--- src/rtl/spk_branch_seq.sv ---
module spk_branch_seq #(
  parameter int ADDR_W = 16,
  parameter int PAGE_W = 4,
  parameter int BIT_W  = 3
) (
  input  logic                       clk,
  input  logic                       rst_n,
  input  logic                       adv,
  input  logic                       br_valid,
  input  logic [1:0]                 br_kind,
  input  logic [ADDR_W-PAGE_W-1:0]   br_target,
  input  logic                       ext_valid,
  input  logic [ADDR_W-PAGE_W-1:0]   ext_addr,
  output logic [ADDR_W-1:0]          addr,
  output logic [BIT_W-1:0]           bit_pos,
  output logic                       halted
);
  localparam int OFS_W = ADDR_W - PAGE_W;
  localparam logic [1:0] K_JMP = 2'b00;
  localparam logic [1:0] K_JSR = 2'b01;
  localparam logic [1:0] K_RET = 2'b10;
  localparam logic [BIT_W-1:0] BIT_LAST = {BIT_W{1'b1}};

  logic [PAGE_W-1:0] page;
  logic [ADDR_W-1:0] stk, pend_a;
  logic              pend_v;

  wire [ADDR_W-1:0] ext_full = {PAGE_W'(1), ext_addr};
  wire [ADDR_W-1:0] ext_tgt  = ext_valid ? ext_full : pend_a;
  wire              have_ext = ext_valid | pend_v;
  wire [ADDR_W-1:0] ret_addr = addr + ADDR_W'(bit_pos != '0);
  wire [ADDR_W-1:0] jmp_addr = {page, br_target};
  wire              pop_dead = (stk[ADDR_W-1 -: PAGE_W] == '0);
  wire [PAGE_W-1:0] imm      = br_target[PAGE_W-1:0];

  always_ff @(posedge clk) begin
    if (!rst_n) begin
      addr    <= '0;
      bit_pos <= '0;
      halted  <= 1'b1;
      page    <= PAGE_W'(1);
      stk     <= '0;
      pend_a  <= '0;
      pend_v  <= 1'b0;
    end else if (halted) begin
      if (ext_valid) begin
        addr    <= ext_full;
        bit_pos <= '0;
        halted  <= 1'b0;
      end
    end else begin
      if (ext_valid) begin
        pend_v <= 1'b1;
        pend_a <= ext_full;
      end
      if (br_valid) begin
        case (br_kind)
          K_JMP: begin
            addr    <= jmp_addr;
            bit_pos <= '0;
          end
          K_JSR: begin
            stk     <= ret_addr;
            addr    <= jmp_addr;
            bit_pos <= '0;
          end
          K_RET: begin
            if (imm != '0) begin
              page <= imm;
            end else begin
              stk <= {{PAGE_W{1'b0}}, stk[OFS_W-1:0]};
              if (!pop_dead) begin
                addr    <= stk;
                bit_pos <= '0;
              end else if (have_ext) begin
                addr    <= ext_tgt;
                bit_pos <= '0;
                pend_v  <= 1'b0;
              end else begin
                halted  <= 1'b1;
              end
            end
          end
          default: ;
        endcase
      end else if (adv) begin
        if (bit_pos == BIT_LAST) begin
          addr    <= addr + 1'b1;
          bit_pos <= '0;
        end else begin
          bit_pos <= bit_pos + 1'b1;
        end
      end
    end
  end
endmodule

--- config.mk ---
export PLATFORM = sky130hd
export DESIGN_NAME = spk_branch_seq
export DESIGN_NICKNAME = d
export VERILOG_FILES = /design/src/rtl/spk_branch_seq.sv
export SDC_FILE = /design/constraint.sdc
export NUM_CORES = 1
export LEC_CHECK = 0
export ABC_AREA = 1
export BUFFER_PORTS_ARGS = -buffer_cell sky130_fd_sc_hd__buf_2
export CORE_UTILIZATION = 49
export CTS_CLUSTER_SIZE = 10
export DETAILED_ROUTE_END_ITERATION = 6
export HOLD_SLACK_MARGIN = 0.08
export PLACE_DENSITY = 0.77
export SETUP_SLACK_MARGIN = 0.05
export SLEW_MARGIN = 20
export SYNTH_ARGS = -nofsm -noshare
export SYNTH_HDL_FRONTEND = slang
export SYNTH_SLANG_ARGS = --single-unit
--- constraint.sdc ---
create_clock -name clk -period 4.2 [get_ports clk]
set_clock_uncertainty 0.15 [all_clocks]
set_input_delay 0.63 -clock clk [delete_from_list [all_inputs] [get_ports clk]]
set_output_delay 0.63 -clock clk [all_outputs]
set_load 0.01 [all_outputs]
Word-level counts from Yosys, hierarchy flattened
Cells that the tools add are included.
- add/sub/neg operators: 3
- equality and inequality tests: 8
- muxes and demuxes: 34
- bitwise logic cells: 3
- reductions and logical operators: 13
- operators with widths (cell ; number):
    $mux 16 ; 10
    $pmux 16 s2 ; 2
    $mux 3 ; 8
    $add 16x1->16 ; 1
    $add 16x1->16 const B ; 1
    $mux 1 ; 13
    $reduce_and 4->1 ; 3
    $reduce_bool 3->1 ; 3
    $pmux 3 s2 ; 1
    $reduce_and 6->1 ; 1
    $ne 5x5->1 const B ; 1
    $reduce_and 5->1 ; 1
    $logic_not 4->1 ; 1
    $ne 2x2->1 const B ; 2
    $ne 4x2->1 const B ; 1
    $ne 4x4->1 const B ; 1
    $reduce_bool 4->1 ; 1
    $add 3x1->3 const B ; 1
    $eq 3x3->1 const B ; 1
    $eq 2x1->1 const B ; 1
    $eq 2x2->1 const B ; 1
    $logic_not 2->1 ; 1
    $not 1->1 ; 2
    $reduce_bool 2->1 ; 1
    other kinds (2) ; 2
- register bits after elaboration: 57
- logic and storage cells: 69

Logic depth before layout (Yosys ltp)
Gate-level depths: netlist of run 1.
- depth after elaboration: 7
- mapped depth: 13

Least setup slack after synthesis of run 1
No wires, ideal clock.
- kind: in2reg
- from: input port br_valid
- to: register addr[11]
- library setup time: 0.114 ns
- data arrival time: 1.694 ns
- slack: 2.242 ns
- stages on the path: 12
- path buffers: 2
- path through: buf_4 inv_2 nor2_2 nand2_2 nor2_4 nor2_4 nand3_4 nand2_2 clkinv_2 buf_6 nand2_1 nand2_1
- word-level cells in the longest chain between the ends: 2
- ends and longest elaborated chain (item ; line ; text):
    from (decl) ; 9 ; input logic br_valid,
    $ne 5x5->1 (no line) (tied with other cells) ; n/a ;
    $reduce_and 6->1 (no line) or $mux 16 (tied branches) ; n/a ;
    to (signal assigned) ; 47 ; addr <= ext_full;
    to (signal assigned) ; 59 ; addr <= jmp_addr;
    to (signal assigned) ; 64 ; addr <= jmp_addr;
    to (decl) ; 14 ; output logic [ADDR_W-1:0] addr,
Several ways; a longest one is shown, not always the timed one.
A chain may end at the register's enable or synchronous reset.

Final worst setup path of run 1
- from: input port br_valid
- to: register stk[12]
- word-level cells in the longest chain between the ends: 1
- ends and longest elaborated chain (item ; line ; text):
    $reduce_and 4->1 (no line) ; n/a ;
    to (signal assigned) ; 63 ; stk <= ret_addr;
    to (signal assigned) ; 71 ; stk <= {{PAGE_W{1'b0}}, stk[OFS_W-1:0]};
    to (decl) ; 25 ; logic [ADDR_W-1:0] stk, pend_a;
Every way passes these cells.

==> results of run 1 <==
==> sequential cells by signal, indices dropped and copies added, names as in the netlist <==
| signal | count |
|---|---|
| stk | 16 |
| bit_pos | 3 |
| page | 4 |
| halted | 1 |
| addr | 16 |
| pend_v | 1 |
| pend_a | 16 |
==> final timing paths <==
kind,to,from
max reg2reg,addr[6],stk[15]
max,stk[12],br_valid
min,pend_a[14],pend_a[14]
min reg2reg,pend_a[14],pend_a[14]
==> critical path: stages <==
cell     delay, ns
buf_2         0.22
inv_2         0.15
nor2_2        0.53
inv_2         0.09
nor3_4        0.63
inv_2         0.18
a21oi_1       0.15
o21ai_1       0.10
a21oi_1       0.13
==> power by group through the flow <==
stage	Sequential [µW]	Clock, µW	Combinational, µW
after global placement	615	0	228
after detailed placement	616	0	229
after floorplan	610	0	151
after CTS	604	529	231
after global routing	608	552	260
final	606	528	236
==> Yosys cell counts, types with 2 or more instances <==
cell type | count | area (µm²)
o21ai_0 | 51 | 255.2
xor2_1 | 7 | 61.31
inv_1 | 58 | 217.7
a211oi_1 | 3 | 22.52
nor2_2 | 4 | 25.02
buf_4 | 3 | 22.52
a21oi_1 | 44 | 220.2
nand2_2 | 3 | 18.77
clkbuf_1 | 12 | 45.04
o22ai_1 | 2 | 12.51
o21ai_1 | 2 | 10.01
inv_2 | 8 | 30.03
o211ai_1 | 4 | 30.03
nor2_8 | 2 | 40.04
nor3_1 | 4 | 20.02
ha_1 | 6 | 75.07
nor2_1 | 45 | 168.9
buf_1 | 2 | 7.510
or2_2 | 2 | 12.51
a22oi_1 | 2 | 15.01
clkinv_1 | 2 | 7.510
nand4_1 | 12 | 75.07
dfxtp_1 | 57 | 1141
nand3_1 | 55 | 275.3
nor2_4 | 2 | 22.52
buf_2 | 4 | 20.02
nand2_1 | 161 | 604.3
==> area by class of cell <==
cell class	count	share of cell area, %
multi-input cells	417	50.56
flip-flops and latches	57	28.45
repair buffers	52	6.613
inverters	69	6.488
clock buffers	11	3.525
well taps	96	2.994
clock inverters	5	1.372
==> through the flow <==
step	instance area, µm²	instances	setup slack, ns	util (%)	total power (µW)
final	4011	707	1.486	58.40	1370
after CTS	4011	707	1.559	58.40	1364
after detailed placement	3815	691	1.224	55.54	844.8
after global routing	4011	707	1.271	58.40	1420
after global placement	3815	691	1.308	55.54	843.5
after floorplan	3541	566	2.242	-	760.8
==> layout by cell type, fill, tap and decap left out, drive strengths merged, types with 5 or more instances in the layout <==
cell type,instances
nand2,164
inv,66
dfxtp,57
nand3,56
o21ai,53
nor2,53
buf,52
a21oi,44
nand4,12
clkbuf,11
xor2,7
ha,6
nor3,6
clkinv,5
==> cells by family (layout without fill, tap and decap cells) <==
family,count (synthesis),count (layout),synth area share [%]
simple gates,294,294,37.07
compound gates,110,110,16.36
buf+inv,92,137,10.49
flops,57,57,32.23
xor+xnor,7,7,1.731
fa+ha+maj,6,6,2.120
==> metal layers <==
metal / routed length, µm / vias to the layer above / track usage (%)
met4: 242 / 0 / 12.27
met1: 4981 / 1790 / 43.21
met3: 1080 / 24 / 6.919
li1: - / 1918 / -
met5: 0 / - / 0
met2: 4909 / 230 / 48.03
==> results.py, run 1 <==
metrics = {
    "critical_path": {
        "crit_path_end_kind": "flop",
        "r2r_cells": 8,
        "regToRegSetupSlack_ns": 1.67,
        "crit_required_ns": 4.31,
        "start_kind": "input pin",
        "worstPathArrival_ns": 2.83,
        "path_max_fanout": 22,
        "worst-setup-path-type": "input pin to flop",
    },
    "clock_tree": {
        "cts_resized": 0,
        "cts_setup_buffers": 0,
        "clk_path_buf_depth": 2,
        "h-tree-depth": 3,
        "post_cts_hold_buffer_count": 0,
        "clk_pin_slew_ns": 0.07,
        "cts_sinks": 57,
        "root_buffer": "clkbuf_8",
        "cts-buffers-inserted": 9,
        "clk_latency_ns": 0.35,
        "cts_tree": "done",
    },
    "placed_design": {
        "hpwl_um": 8126,
        "port_buffers": 50,
        "finalWeightedCongestion": 0.9612,
    },
    "power_and_ir_drop": {
        "power.share.clock_pct": 38.6,
        "pwr-share-comb_pct": 17.2,
        "p_per_area_nw_per_um2": 341.6,
        "p_int_uw": 934.9,
        "ir_worst_vdd_uv": 259.7,
        "sequentialPowerShare_pct": 44.2,
        "switching_share_pct": 31.77,
        "p_sw_uw": 435.4,
        "p_leak_uw": 0.001827,
    },
    "sta": {
        "tightest_slew_ns": 0.8245,
        "maxSlewViolCount": 0,
        "timing.fmax_mhz": 368.4,
        "period_share_pct": 64.63,
        "tns_ns": 0,
        "setup_viol": 0,
        "rsz0062_at_grt": "false",
        "slew_headroom_pct": 44.97,
        "final-hold-violation-count": 0,
        "holdWs_ns": 0.2895,
        "finalCriticalPeriod_ns": 2.714,
    },
    "routing": {
        "vias": 3962,
        "ant_nets": 0,
        "first_iter_violations": 404,
        "routed_wl_um": 11210,
        "drt_first_pass_iters": 5,
        "drcViolationCount": 0,
        "via_per_inst": 5.604,
        "post_drt_wl_per_cell_um": 15.86,
    },
    "yosys": {
        "synth_nets": 603,
        "ys.flop_type": "dfxtp_1",
        "syn_avg_cell_area_um2": 6.256,
        "synth_edf_count": 0,
        "synthCells": 566,
        "yosysUniqueCellTypes": 36,
        "syn-cell-area_um2": 3541,
        "synthArstFlopShare_pct": 0,
        "ys_warn_count": 0,
        "ys_seq_area_share_pct": 32.23,
        "ys_ff_latch": 57,
    },
    "global_route": {
        "grt_util_all_layers_pct": 31.49,
        "antenna_found_initial": 0,
        "grt_max_degree": 32,
        "globalRouteOverflowTotal": 0,
        "grt_pass1_wl_um": 18110,
        "grt_pass1_vias": 3635,
    },
    "layout": {
        "diodes": 0,
        "layout.nets": 643,
        "syn_to_final_growth_pct": 13.29,
        "nFillCells": 677,
        "multi_input_area_um2": 2028,
        "seq_area_um2": 1141,
        "drive_above_1_share_pct": 15.06,
    },
    "run": {
        "drv_cap": 0,
    },
    "die": {
        "die_x_um": 87.01,
        "core_um2": 6869,
        "pin_count": 51,
        "start_util_pct": 51.55,
        "die-area_um2": 7570,
        "rows": 30,
        "die_h_um": 87.01,
    },
    "outcome": {
        "status": "finished, final reports clean",
    },
    "min_path": {
        "hold_path.class": "flop to flop",
        "min_path_cells": 2,
    },
}
No activity file was read; power rests on OpenSTA's default activity.
==> inputs of run 2 (changes only) <==
--- a/config.mk
+++ b/config.mk
@@ -11,7 +11,7 @@
 export CTS_CLUSTER_SIZE = 10
 export DETAILED_ROUTE_END_ITERATION = 6
 export HOLD_SLACK_MARGIN = 0.08
-export PLACE_DENSITY = 0.77
+export PLACE_DENSITY = 0.8
 export SETUP_SLACK_MARGIN = 0.05
 export SLEW_MARGIN = 20
 export SYNTH_ARGS = -nofsm -noshare
==> constraint.sdc (replaced) <==
create_clock -name clk -period 2.3 [get_ports clk]
set_clock_uncertainty 0.15 [all_clocks]
set_input_delay 0.345 -clock clk [delete_from_list [all_inputs] [get_ports clk]]
set_output_delay 0.345 -clock clk [all_outputs]
set_load 0.01 [all_outputs]
==> run 2 against run 1 <==
Non-clock buffer count grew 27. Cell area grew 6.2%. Global-route usage grew 0.63 points. Power grew 83%. Critical path type is now flop to flop. Critical endpoint is now stk[13]. Largest power group unchanged.
==> results.py, run 2 (synthesis gave the netlist of run 1 again) <==
metrics = {
    "clock_tree": {
        "root_buffer": "clkbuf_8",
        "post_cts_hold_buffer_count": 0,
        "cts_tree": "done",
        "cts_sinks": 57,
        "h-tree-depth": 3,
        "clk_path_buf_depth": 2,
        "cts-buffers-inserted": 9,
        "clk_pin_slew_ns": 0.07,
        "clk_latency_ns": 0.35,
    },
    "global_route": {
        "antenna_found_initial": 0,
        "globalRouteOverflowTotal": 0,
        "grt_max_degree": 22,
        "grt_pass1_wl_um": 18330,
        "grt_pass1_vias": 3667,
        "grt_util_all_layers_pct": 32.12,
    },
    "power_and_ir_drop": {
        "p_leak_uw": 0.001973,
        "p_per_area_nw_per_um2": 587.8,
        "ir_worst_vdd_uv": 351.8,
    },
    "layout": {
        "reg_top3": "addr: 16 flops, pend_a: 16 flops, stk: 16 flops",
        "syn_to_final_growth_pct": 20.35,
        "nFillCells": 677,
        "drive_above_1_share_pct": 20.22,
        "final_util_pct": 62.04,
        "mostFrequentLayoutCells": "nand2_1, inv_1, dfxtp_1",
        "final_common_cell": "nand2_1",
        "diodes": 0,
        "layout.nets": 670,
    },
    "routing": {
        "routed_wl_um": 11420,
        "drt_first_pass_iters": 6,
        "ant_nets": 0,
        "via_per_inst": 5.579,
        "drcViolationCount": 0,
        "first_iter_violations": 397,
        "post_drt_wl_per_cell_um": 15.56,
        "vias": 4095,
    },
    "run": {
        "drv_cap": 0,
    },
    "critical_path": {
        "regToRegSetupSlack_ns": 0.12,
        "crit_required_ns": 2.43,
        "worst-setup-path-type": "flop to flop",
        "r2r-end": "stk[13]",
        "slowest_stage": "dfxtp_4",
        "cpMostUsedCell": "nand2_1",
        "r2r_start": "bit_pos[0]",
        "path_max_fanout": 6,
        "crit_path_end_kind": "flop",
        "start_kind": "flop",
        "slowest_delay_ns": 0.37,
        "worstPathArrival_ns": 2.31,
        "r2r_cells": 12,
        "worstPathCellList": "inv_1, ha_1, nand2_1, ha_2, nand3_1, nor2_4, inv_1, nor2_1, nand2_1, nand2_1, nand3_1, a21oi_1",
    },
    "die": {
        "die_h_um": 87.01,
        "rows": 30,
        "pin_count": 51,
        "core_um2": 6869,
        "start_util_pct": 51.55,
        "die-area_um2": 7570,
        "die_x_um": 87.01,
    },
    "sta": {
        "maxSlewViolCount": 0,
        "setup_viol": 0,
        "period_share_pct": 94.73,
        "tns_ns": 0,
        "finalCriticalPeriod_ns": 2.179,
        "timing.fmax_mhz": 459.0,
        "final-hold-violation-count": 0,
        "slew_headroom_pct": 62.07,
        "tightest_slew_ns": 0.5683,
    },
    "min_path": {
        "hold_path.class": "input pin to flop",
        "hold_end": "pend_a[4]",
        "min_path_cells": 3,
        "hold_start": "ext_addr[4]",
    },
    "outcome": {
        "status": "finished, final reports clean",
    },
    "placed_design": {
        "hpwl_um": 8527,
        "port_buffers": 50,
        "finalWeightedCongestion": 0.9162,
    },
}
[run 2: report_power, final]
group          switching (µW)  leakage [µW]  total (µW)  internal, µW
combinational             313       0.00140         489           176
sequential               46.9      0.000467        1090          1040
clock                     423      0.000102         929           506
[run 2: metal layers]
layer / share of wire, % / track usage [%] / vias up
met5: 0 / 0 / -
met4: 2.8 / 14.85 / 0
met3: 9.7 / 5.687 / 30
met2: 45 / 49.61 / 230
met1: 42 / 43.53 / 1858
li1: - / - / 1977
[run 2: metrics by stage]
step	hold WS, ns	std cells	cell area, µm²	setup WS (ns)	total power, µW
floorplan	0.2657	566	3541	0.3468	1389
global placement	0.2810	716	4015	0.1089	1570
detailed placement	0.2851	716	4015	0.07441	1580
CTS	0.1112	732	4210	0.09399	2496
global route	0.1319	734	4262	-0.01022	2597
finish	0.1158	734	4262	0.1212	2505
[run 2: worst max path at each step]
stage | startpoint | endpoint | cells after the start
floorplan | bit_pos[0] | stk[10] | 12
global placement | bit_pos[0] | stk[14] | 13
CTS | bit_pos[0] | stk[14] | 13
finish | bit_pos[0] | stk[13] | 12
global route | bit_pos[0] | stk[13] | 12
detailed placement | bit_pos[0] | stk[14] | 13
[run 2: what timing repair did]
action	CTS	global route
setup buffers	0	2
resized for setup	1	12
cloned	0	0
pin swaps	0	6
setup endpoints to repair	1	5
[run 2: worst max-delay path: cells and delay by family, from the launching register on]
family	cells	cell delay, ns
AO/OA/AOI/OAI	1	0.16
adder cells (fa/ha/maj)	2	0.39
buffers and inverters	2	0.10
flip-flops	1	0.37
AND/OR/NAND/NOR	7	0.93
[run 2: cell type report]
cell class                 instances  area, µm²  share of cell area [%]
inverter                          69      260.3                   6.107
timing repair buffer              79      480.5                   11.27
clock inverter                     2      10.01                  0.2349
tap                               96      120.1                   2.819
sequential                        57       1146                   26.89
multi-input combinational        417       2062                   48.39
clock buffer                      14      182.7                   4.287
